===== src/rtl/fifo_stat_pkg.sv =====
package fifo_stat_pkg;

  // Occupancy-derived status, produced by the flag unit.
  typedef struct packed {
    logic full;
    logic empty;
    logic near_full;
    logic near_empty;
  } lvl_flags_t;

endpackage


===== src/rtl/fifo_stat_ctrl.sv =====
module fifo_stat_ctrl #(
  parameter int DEPTH = 8,
  localparam int AW = (DEPTH > 1) ? $clog2(DEPTH) : 1,
  localparam int CW = $clog2(DEPTH + 1)
) (
  input  logic          clk,
  input  logic          rst_n,
  input  logic          wr_req,
  input  logic          rd_req,
  input  logic          is_full,
  input  logic          is_empty,
  output logic          wr_go,
  output logic          rd_go,
  output logic [AW-1:0] wr_ptr,
  output logic [AW-1:0] rd_ptr,
  output logic [CW-1:0] level
);

  localparam logic [AW-1:0] LAST_SLOT = AW'(DEPTH - 1);

  // Pointer advance with wrap at DEPTH-1 (depth need not be a power of two).
  function automatic logic [AW-1:0] bump_ptr(input logic [AW-1:0] p);
    return (p == LAST_SLOT) ? '0 : p + AW'(1);
  endfunction

  // New occupancy after one edge.
  function automatic logic [CW-1:0] next_level(input logic [CW-1:0] cur,
                                              input logic w, input logic r);
    case ({w, r})
      2'b10:   return cur + CW'(1);
      2'b01:   return cur - CW'(1);
      default: return cur;
    endcase
  endfunction

  // Acceptance: a write needs room, a read needs data. On an empty buffer
  // this leaves only the write; on a full one only the read.
  assign wr_go = wr_req && !is_full;
  assign rd_go = rd_req && !is_empty;

  always_ff @(posedge clk or negedge rst_n) begin
    if (!rst_n) begin
      wr_ptr <= '0;
      rd_ptr <= '0;
      level  <= '0;
    end else begin
      if (wr_go) wr_ptr <= bump_ptr(wr_ptr);
      if (rd_go) rd_ptr <= bump_ptr(rd_ptr);
      level <= next_level(level, wr_go, rd_go);
    end
  end

endmodule


===== src/rtl/fifo_stat_store.sv =====
module fifo_stat_store #(
  parameter int WIDTH = 16,
  parameter int DEPTH = 8,
  localparam int AW = (DEPTH > 1) ? $clog2(DEPTH) : 1
) (
  input  logic             clk,
  input  logic             rst_n,
  input  logic             we,
  input  logic [AW-1:0]    waddr,
  input  logic [WIDTH-1:0] wdata,
  input  logic             re,
  input  logic [AW-1:0]    raddr,
  output logic [WIDTH-1:0] rdata
);

  logic [WIDTH-1:0] cells [DEPTH];

  always_ff @(posedge clk) begin
    if (we) cells[waddr] <= wdata;
  end

  // Registered read port: changes only on an accepted read.
  always_ff @(posedge clk or negedge rst_n) begin
    if (!rst_n)  rdata <= '0;
    else if (re) rdata <= cells[raddr];
  end

endmodule


===== src/rtl/fifo_stat_flags.sv =====
module fifo_stat_flags
  import fifo_stat_pkg::*;
#(
  parameter int DEPTH = 8,
  localparam int CW = $clog2(DEPTH + 1)
) (
  input  logic          clk,
  input  logic          rst_n,
  input  logic [CW-1:0] level,
  input  logic          wr_req,
  input  logic          rd_req,
  input  logic          wr_go,
  output lvl_flags_t    lvl,
  output logic          overflow,
  output logic          underflow,
  output logic          wr_ack
);

  localparam logic [CW-1:0] TOP_LVL  = CW'(DEPTH);
  localparam logic [CW-1:0] NEAR_TOP = CW'(DEPTH - 1);
  localparam logic [CW-1:0] ONE_LVL  = CW'(1);

  function automatic lvl_flags_t decode_level(input logic [CW-1:0] n);
    lvl_flags_t f;
    f.full       = (n == TOP_LVL);
    f.empty      = (n == '0);
    f.near_full  = (n == NEAR_TOP);
    f.near_empty = (n == ONE_LVL);
    return f;
  endfunction

  assign lvl = decode_level(level);

  // One-cycle indications for the request of the previous edge.
  always_ff @(posedge clk or negedge rst_n) begin
    if (!rst_n) begin
      overflow  <= 1'b0;
      underflow <= 1'b0;
      wr_ack    <= 1'b0;
    end else begin
      overflow  <= wr_req && lvl.full;
      underflow <= rd_req && lvl.empty;
      wr_ack    <= wr_go;
    end
  end

endmodule


===== src/rtl/fifo_sync_stat.sv =====
module fifo_sync_stat
  import fifo_stat_pkg::*;
#(
  parameter int WIDTH = 16,
  parameter int DEPTH = 8
) (
  input  logic             clk,
  input  logic             rst_n,
  input  logic [WIDTH-1:0] wr_data,
  input  logic             wr_req,
  input  logic             rd_req,
  output logic [WIDTH-1:0] rd_data,
  output logic             full,
  output logic             near_full,
  output logic             empty,
  output logic             near_empty,
  output logic             overflow,
  output logic             underflow,
  output logic             wr_ack
);

  localparam int AW = (DEPTH > 1) ? $clog2(DEPTH) : 1;
  localparam int CW = $clog2(DEPTH + 1);

  // Internal events, named for the checker.
  logic          acc_wr;
  logic          acc_rd;
  logic [AW-1:0] wptr;
  logic [AW-1:0] rptr;
  logic [CW-1:0] level;
  lvl_flags_t    lvl;

  fifo_stat_ctrl #(.DEPTH(DEPTH)) u_ctrl (
    .clk      (clk),
    .rst_n    (rst_n),
    .wr_req   (wr_req),
    .rd_req   (rd_req),
    .is_full  (lvl.full),
    .is_empty (lvl.empty),
    .wr_go    (acc_wr),
    .rd_go    (acc_rd),
    .wr_ptr   (wptr),
    .rd_ptr   (rptr),
    .level    (level)
  );

  fifo_stat_store #(.WIDTH(WIDTH), .DEPTH(DEPTH)) u_store (
    .clk   (clk),
    .rst_n (rst_n),
    .we    (acc_wr),
    .waddr (wptr),
    .wdata (wr_data),
    .re    (acc_rd),
    .raddr (rptr),
    .rdata (rd_data)
  );

  fifo_stat_flags #(.DEPTH(DEPTH)) u_flags (
    .clk       (clk),
    .rst_n     (rst_n),
    .level     (level),
    .wr_req    (wr_req),
    .rd_req    (rd_req),
    .wr_go     (acc_wr),
    .lvl       (lvl),
    .overflow  (overflow),
    .underflow (underflow),
    .wr_ack    (wr_ack)
  );

  assign full       = lvl.full;
  assign empty      = lvl.empty;
  assign near_full  = lvl.near_full;
  assign near_empty = lvl.near_empty;

endmodule


===== config.mk =====
export PLATFORM = sky130hd
export DESIGN_NAME = fifo_sync_stat
export DESIGN_NICKNAME = d
export VERILOG_FILES = /design/src/rtl/fifo_stat_pkg.sv /design/src/rtl/fifo_stat_ctrl.sv /design/src/rtl/fifo_stat_store.sv /design/src/rtl/fifo_stat_flags.sv /design/src/rtl/fifo_sync_stat.sv
export SDC_FILE = /design/constraint.sdc
export NUM_CORES = 1
export LEC_CHECK = 0
export BUFFER_PORTS_ARGS = -buffer_cell sky130_fd_sc_hd__buf_2
export CORE_ASPECT_RATIO = 0.9
export CORE_MARGIN = 5
export CORE_UTILIZATION = 60
export CTS_CLUSTER_DIAMETER = 60
export DETAILED_ROUTE_END_ITERATION = 6
export PLACE_DENSITY_LB_ADDON = 0.05
export SLEW_MARGIN = 20
export SYNTH_ARGS = -nofsm -noshare
export SYNTH_HDL_FRONTEND = slang
export SYNTH_SLANG_ARGS = --single-unit

===== constraint.sdc =====
create_clock -name clk -period 4.7 [get_ports clk]
set_clock_uncertainty 0.1 [all_clocks]
set_input_delay 0.94 -clock clk [delete_from_list [all_inputs] [get_ports clk]]
set_output_delay 0.94 -clock clk [all_outputs]
set_load 0.02 [all_outputs]

======== Word level (Yosys, flattened, before mapping) ========
Memory sizes are Yosys's and may differ from the RTL's. A register that Yosys moved wholly into a read port is not among the register bits.
Cells that the tools add are included.
operators by class
  shift operators ......................... 0
  reduce and logical (&&, ||, !) cells .... 9
  div/mod/pow operators ................... 0
  order comparisons ....................... 0
  multiply operators ...................... 0
  equal/unequal tests ..................... 7
  add/subtract/negate cells ............... 4
  bitwise logic cells ..................... 0
  muxes and demuxes ....................... 5
operator list
  cell                                               number
  case mux 4 bit (2 select lines)                    1
  adder 3 x 1 -> 3 bit (second input constant)       2
  == test 3 bit (second input constant)              2
  2-to-1 mux 3 bit                                   2
  adder 4 x 1 -> 4 bit (second input constant)       1
  == test 4 x 1 -> 1 bit (second input constant)     1
  == test 4 x 3 -> 1 bit (second input constant)     1
  == test 4 bit (second input constant)              1
  logical AND 1 bit                                  4
  zero test 4 bit                                    1
  subtractor 4 x 1 -> 4 bit (second input constant)  1
  zero test 1 bit                                    3
  == test 2 x 1 -> 1 bit (second input constant)     1
  == test 2 bit (second input constant)              1
  2-to-1 mux 1 bit                                   2
  nonzero test 2 bit                                 1
word-level totals
  memories kept ........................... 1
  word-level logic and storage cells ...... 32
  memory bits (read-only) ................. 0
  memory bits (writable) .................. 128
  flip-flop bits (word level) ............. 13
  output and inout port bits .............. 23
  latch bits .............................. 0
memory list
  memory         depth  width  rd ports  clocked after memory_dff  write ports  RTL line               source
  u_store.cells  8      16     1         1                         1            fifo_stat_store.sv:16  logic [WIDTH-1:0] cells [DEPTH];

======== Logic depth before layout (Yosys ltp) ========
  depth in word-level cells ............... 5
  gate-level depth with buffers ........... 10
  depth with buffers taken out ............ 9

======== Cells and area by module ========
From an unflattened synthesis, not the netlist that was laid out.
second synthesis, totals
  cells, all modules ...................... 378
  area, all modules ....................... 6339.8 sq um
modules (own cells, without submodules)
  module           area each (sq um)  sequential area each (sq um)  cells each  times used
  fifo_stat_store  5652.9             4244.1                        325         1
  fifo_stat_ctrl   553.0              250.2                         44          1
  fifo_stat_flags  133.9              75.1                          9           1

======== Worst setup path before layout ========
No wires, ideal clock.
  path type ............................... input to register
  start ................................... in wr_req
  end ..................................... mem u_store.cells[0][0] (enable)
  setup slack ............................. 1471 ps
  buffers on the path ..................... 0
  arrival time ............................ 2699 ps
  data required time ...................... 4170 ps
  stages .................................. 2
  path through ............................ nand2_1 nor4_1
between the ends
  word-level cells in the longest chain between the ends .. 3
RTL lines
  element                                 RTL line               source
  start, declared                         fifo_sync_stat.sv:10   input logic wr_req,
  logical AND 1 bit                       fifo_stat_ctrl.sv:38   assign wr_go = wr_req && !is_full;
  2-to-1 mux 1 bit                        fifo_stat_store.sv:19  if (we) cells[waddr] <= wdata;
  2-to-1 mux 1 bit (not written as such)  fifo_stat_store.sv:19
  end, declared                           fifo_stat_store.sv:16
Every way passes these cells.

======== Final worst setup path ========
  start ................................... reg u_ctrl.level[0]
  end ..................................... out empty
between the ends
  word-level cells in the longest chain between the ends .. 1
RTL lines
  element                 RTL line               source
  start, declared         fifo_stat_ctrl.sv:16   output logic [CW-1:0] level
  start signal, assigned  fifo_stat_ctrl.sv:49   level <= next_level(level, wr_go, rd_go);
  zero test 4 bit         fifo_stat_flags.sv:26  f.empty = (n == '0);
  end, declared           fifo_sync_stat.sv:15   output logic empty,
Every way passes these cells.

==> metrics.cfg <==
[worst_setup_path]
end_kind=primary output
cp_data_arrival_time_ps=2210
start_kind=flip-flop
worstReg2RegStart=u_ctrl.level[0]
worstPathMaxFanout=19
critPathMaxStageDelay_ps=770
required_ps=3660
timing.rr.end=u_ctrl.level[3]
cp_cell_sequence=inv_1 > ha_1 > nor3b_4 > buf_2
r2r_slack_ps=2020
reg2reg_depth=9
crit_type=reg2out
crit_slowest_cell=nor3b_4
crit_buf_inv=2
crit_family=simple AND/OR/NAND/NOR gates

[sta]
period_needed_ps=3250
final.setup.tns_ps=0
timing.fmax_mhz=308
drv_slew=0
timing_hold_violations_final=0
post-route-period-util_pct=69.2
finalSetupViolations=0
tightest_slew_ps=902
fin_ws_ps=1450
rsz0062_at_grt=no
slew_headroom_pct=39.8

[layout]
post_route_cells_drive_above_1_share_pct=32.6
area_growth_syn_to_layout_pct=14.7
multi_input_area_mm2=0.00163
fillers=662
antenna_cells=0
seqCellArea_mm2=0.00457
nets=444

[cts]
cts-root-buf=clkbuf_16
insertion_delay_ps=410
cts.path.max_buffers=2
htreeDepth=4
cts_setup_buffers=0
cts_buffers=17
clkSinkCount=157
cts_tree=yes
post_cts_resized=0
clkSlewWorstSetupHoldPaths_ps=60
cts_hold_buf=0

[global_route]
grt_max_degree=30
grt_pass1_wl_mm=19.3
antenna_found_initial=0
grt_pass1_vias=3375
overflow=0
grt.total_usage_pct=20.3

[power]
leakage_uw=0.00269
p_per_area_mw_per_mm2=642
ir_worst_vdd_uv=364

[synth]
syn_avg_cell_area_um2=17.5
synth-seq-cells=157
ys_async_sr_fraction_pct=18.5
syn_area_mm2=0.00631
ys.flop_type=edfxtp_1
ys_seq_area_share_pct=72.4
syn_nets=389
syn-instance-count=361
ys_warn_count=0
yosysUniqueCellTypes=34
synth-edff-count=128

[job]
cap_violations=0

[floorplanning]
die_w_um=118
pin_count=43
num_rows=35
die_h_um=107
die_area_mm2=0.0127
start_util_pct=61.6
coreArea_mm2=0.0102

[hold_path]
worstHoldStart=u_store.rdata[11]
whs_path_depth=2
hold_class=reg2reg
holdPathEnd=u_store.rdata[11]

[place]
dp_hpwl_mm=7.11
portBuffers=42
place.gp.congestion=0.713
dp_slack_ps=1890

[route]
final_antenna_net_count=0
drtPass1Iterations=4
drtIter0Drc=215
vias_per_cell=5.82
routedWlPerCell_um=21.4
vias=3250
drcViolationCount=0
wl_mm=12.0

[run_status]
status=finished, final reports clean

## stage by stage
stage,power [uW],utilization [%],hold slack [ps],instances,area [um^2]
2_1_floorplan,3020,-,416,361,6310
3_3_place_gp,3370,65.2,411,526,6680
3_5_place_dp,3400,65.2,405,526,6680
4_1_cts,4700,70.6,419,558,7240
5_1_grt,4900,70.6,451,558,7240
6_report,4650,70.6,414,558,7240
## cell usage in the layout (no fill, tap or decap), drive strengths merged
master and instances:
edfxtp 128, buf 54, mux2 38, mux2i 33
dfrtp 29, clkbuf 20, o21ai 17, o22ai 16
a22o 16, o31ai 16, ha 8, nor2 7
inv 6, clkinv 6, nand2 4, nand2b 4
nor3 4, clkinvlp 4, and2 2, xor2 2
xnor2 2, bufinv 2, nor3b 2, nor2b 2
nand3b 1, nand3 1, nor4 1, and3b 1
nand4b 1, or4b 1, a21oi 1
## cells by family (layout without fill, tap and decap cells)
family,count (synthesis),in the layout,synth area share [%]
AO/OA/AOI/OAI,66,66,8.15
XOR/XNOR,4,4,0.555
adder cells (fa/ha/maj),8,8,1.59
buffers and inverters,24,92,2.30
flip-flops,157,157,72.4
multiplexers,71,71,12.0
AND/OR/NAND/NOR,31,31,2.99
## cells in the mapped netlist, drive strengths merged (4+ instances only)
master  count  share of area, %
a22o       16               2.2
buf        12               1.6
clkbuf      6              0.38
dfrtp      29                11
edfxtp    128                61
ha          8               1.6
inv         6              0.36
mux2       38               6.8
mux2i      33               5.2
nand2       4              0.24
nand2b      4              0.40
nor2        7              0.42
nor3        4              0.32
o21ai      17               1.3
o22ai      16               1.6
o31ai      16               2.9
## tightest hold or removal path: stages, from the launching register on
cell and delay (ps):
dfrtp_1 340, o21ai_0 80, o31ai_1 60
## power by group
group / leakage (uW) / total (uW) / switching [uW] / internal [uW]
Sequential: 0.00151 / 1990 / 189 / 1800
Clock: 0.000263 / 1280 / 507 / 775
Combinational: 0.000920 / 1370 / 784 / 590
Total: 0.00269 / 4650 / 1480 / 3170
## state kept, by name (all words and copies together) (netlist names)
register / flops
u_ctrl.rd_ptr: 3
u_store.rdata: 16
u_ctrl.wr_ptr: 3
u_store.cells: 128
u_flags.overflow: 1
u_flags.underflow: 1
u_ctrl.level: 4
u_flags.wr_ack: 1
## worst max-delay path by stage
stage | end | slack [ps] | cells past startpoint | start
after floorplan | u_store.cells[0][0] | 1470 | 2 | wr_req
after global placement | empty | 2000 | 4 | u_ctrl.level[0]
after detailed placement | empty | 1890 | 4 | u_ctrl.level[0]
after CTS | empty | 1440 | 4 | u_ctrl.level[0]
after global routing | empty | 1330 | 4 | u_ctrl.level[0]
final | empty | 1450 | 4 | u_ctrl.level[0]
## final cells by class
type | count | share of cell area, %
Sequential cell | 157 | 63.1
Multi-Input combinational cell | 180 | 22.5
Clock buffer | 20 | 6.03
Timing Repair Buffer | 54 | 4.15
Tap cell | 129 | 2.23
Clock inverter | 12 | 1.69
Inverter | 6 | 0.311
## layer usage
| layer | GRT usage (%) | share of wire (%) |
|---|---|---|
| met5 | 0 | 0 |
| met4 | 4.91 | 0.66 |
| met3 | 5.10 | 5.0 |
| met2 | 33.5 | 50 |
| met1 | 27.4 | 44 |
Power figures use the tool's default switching activity.
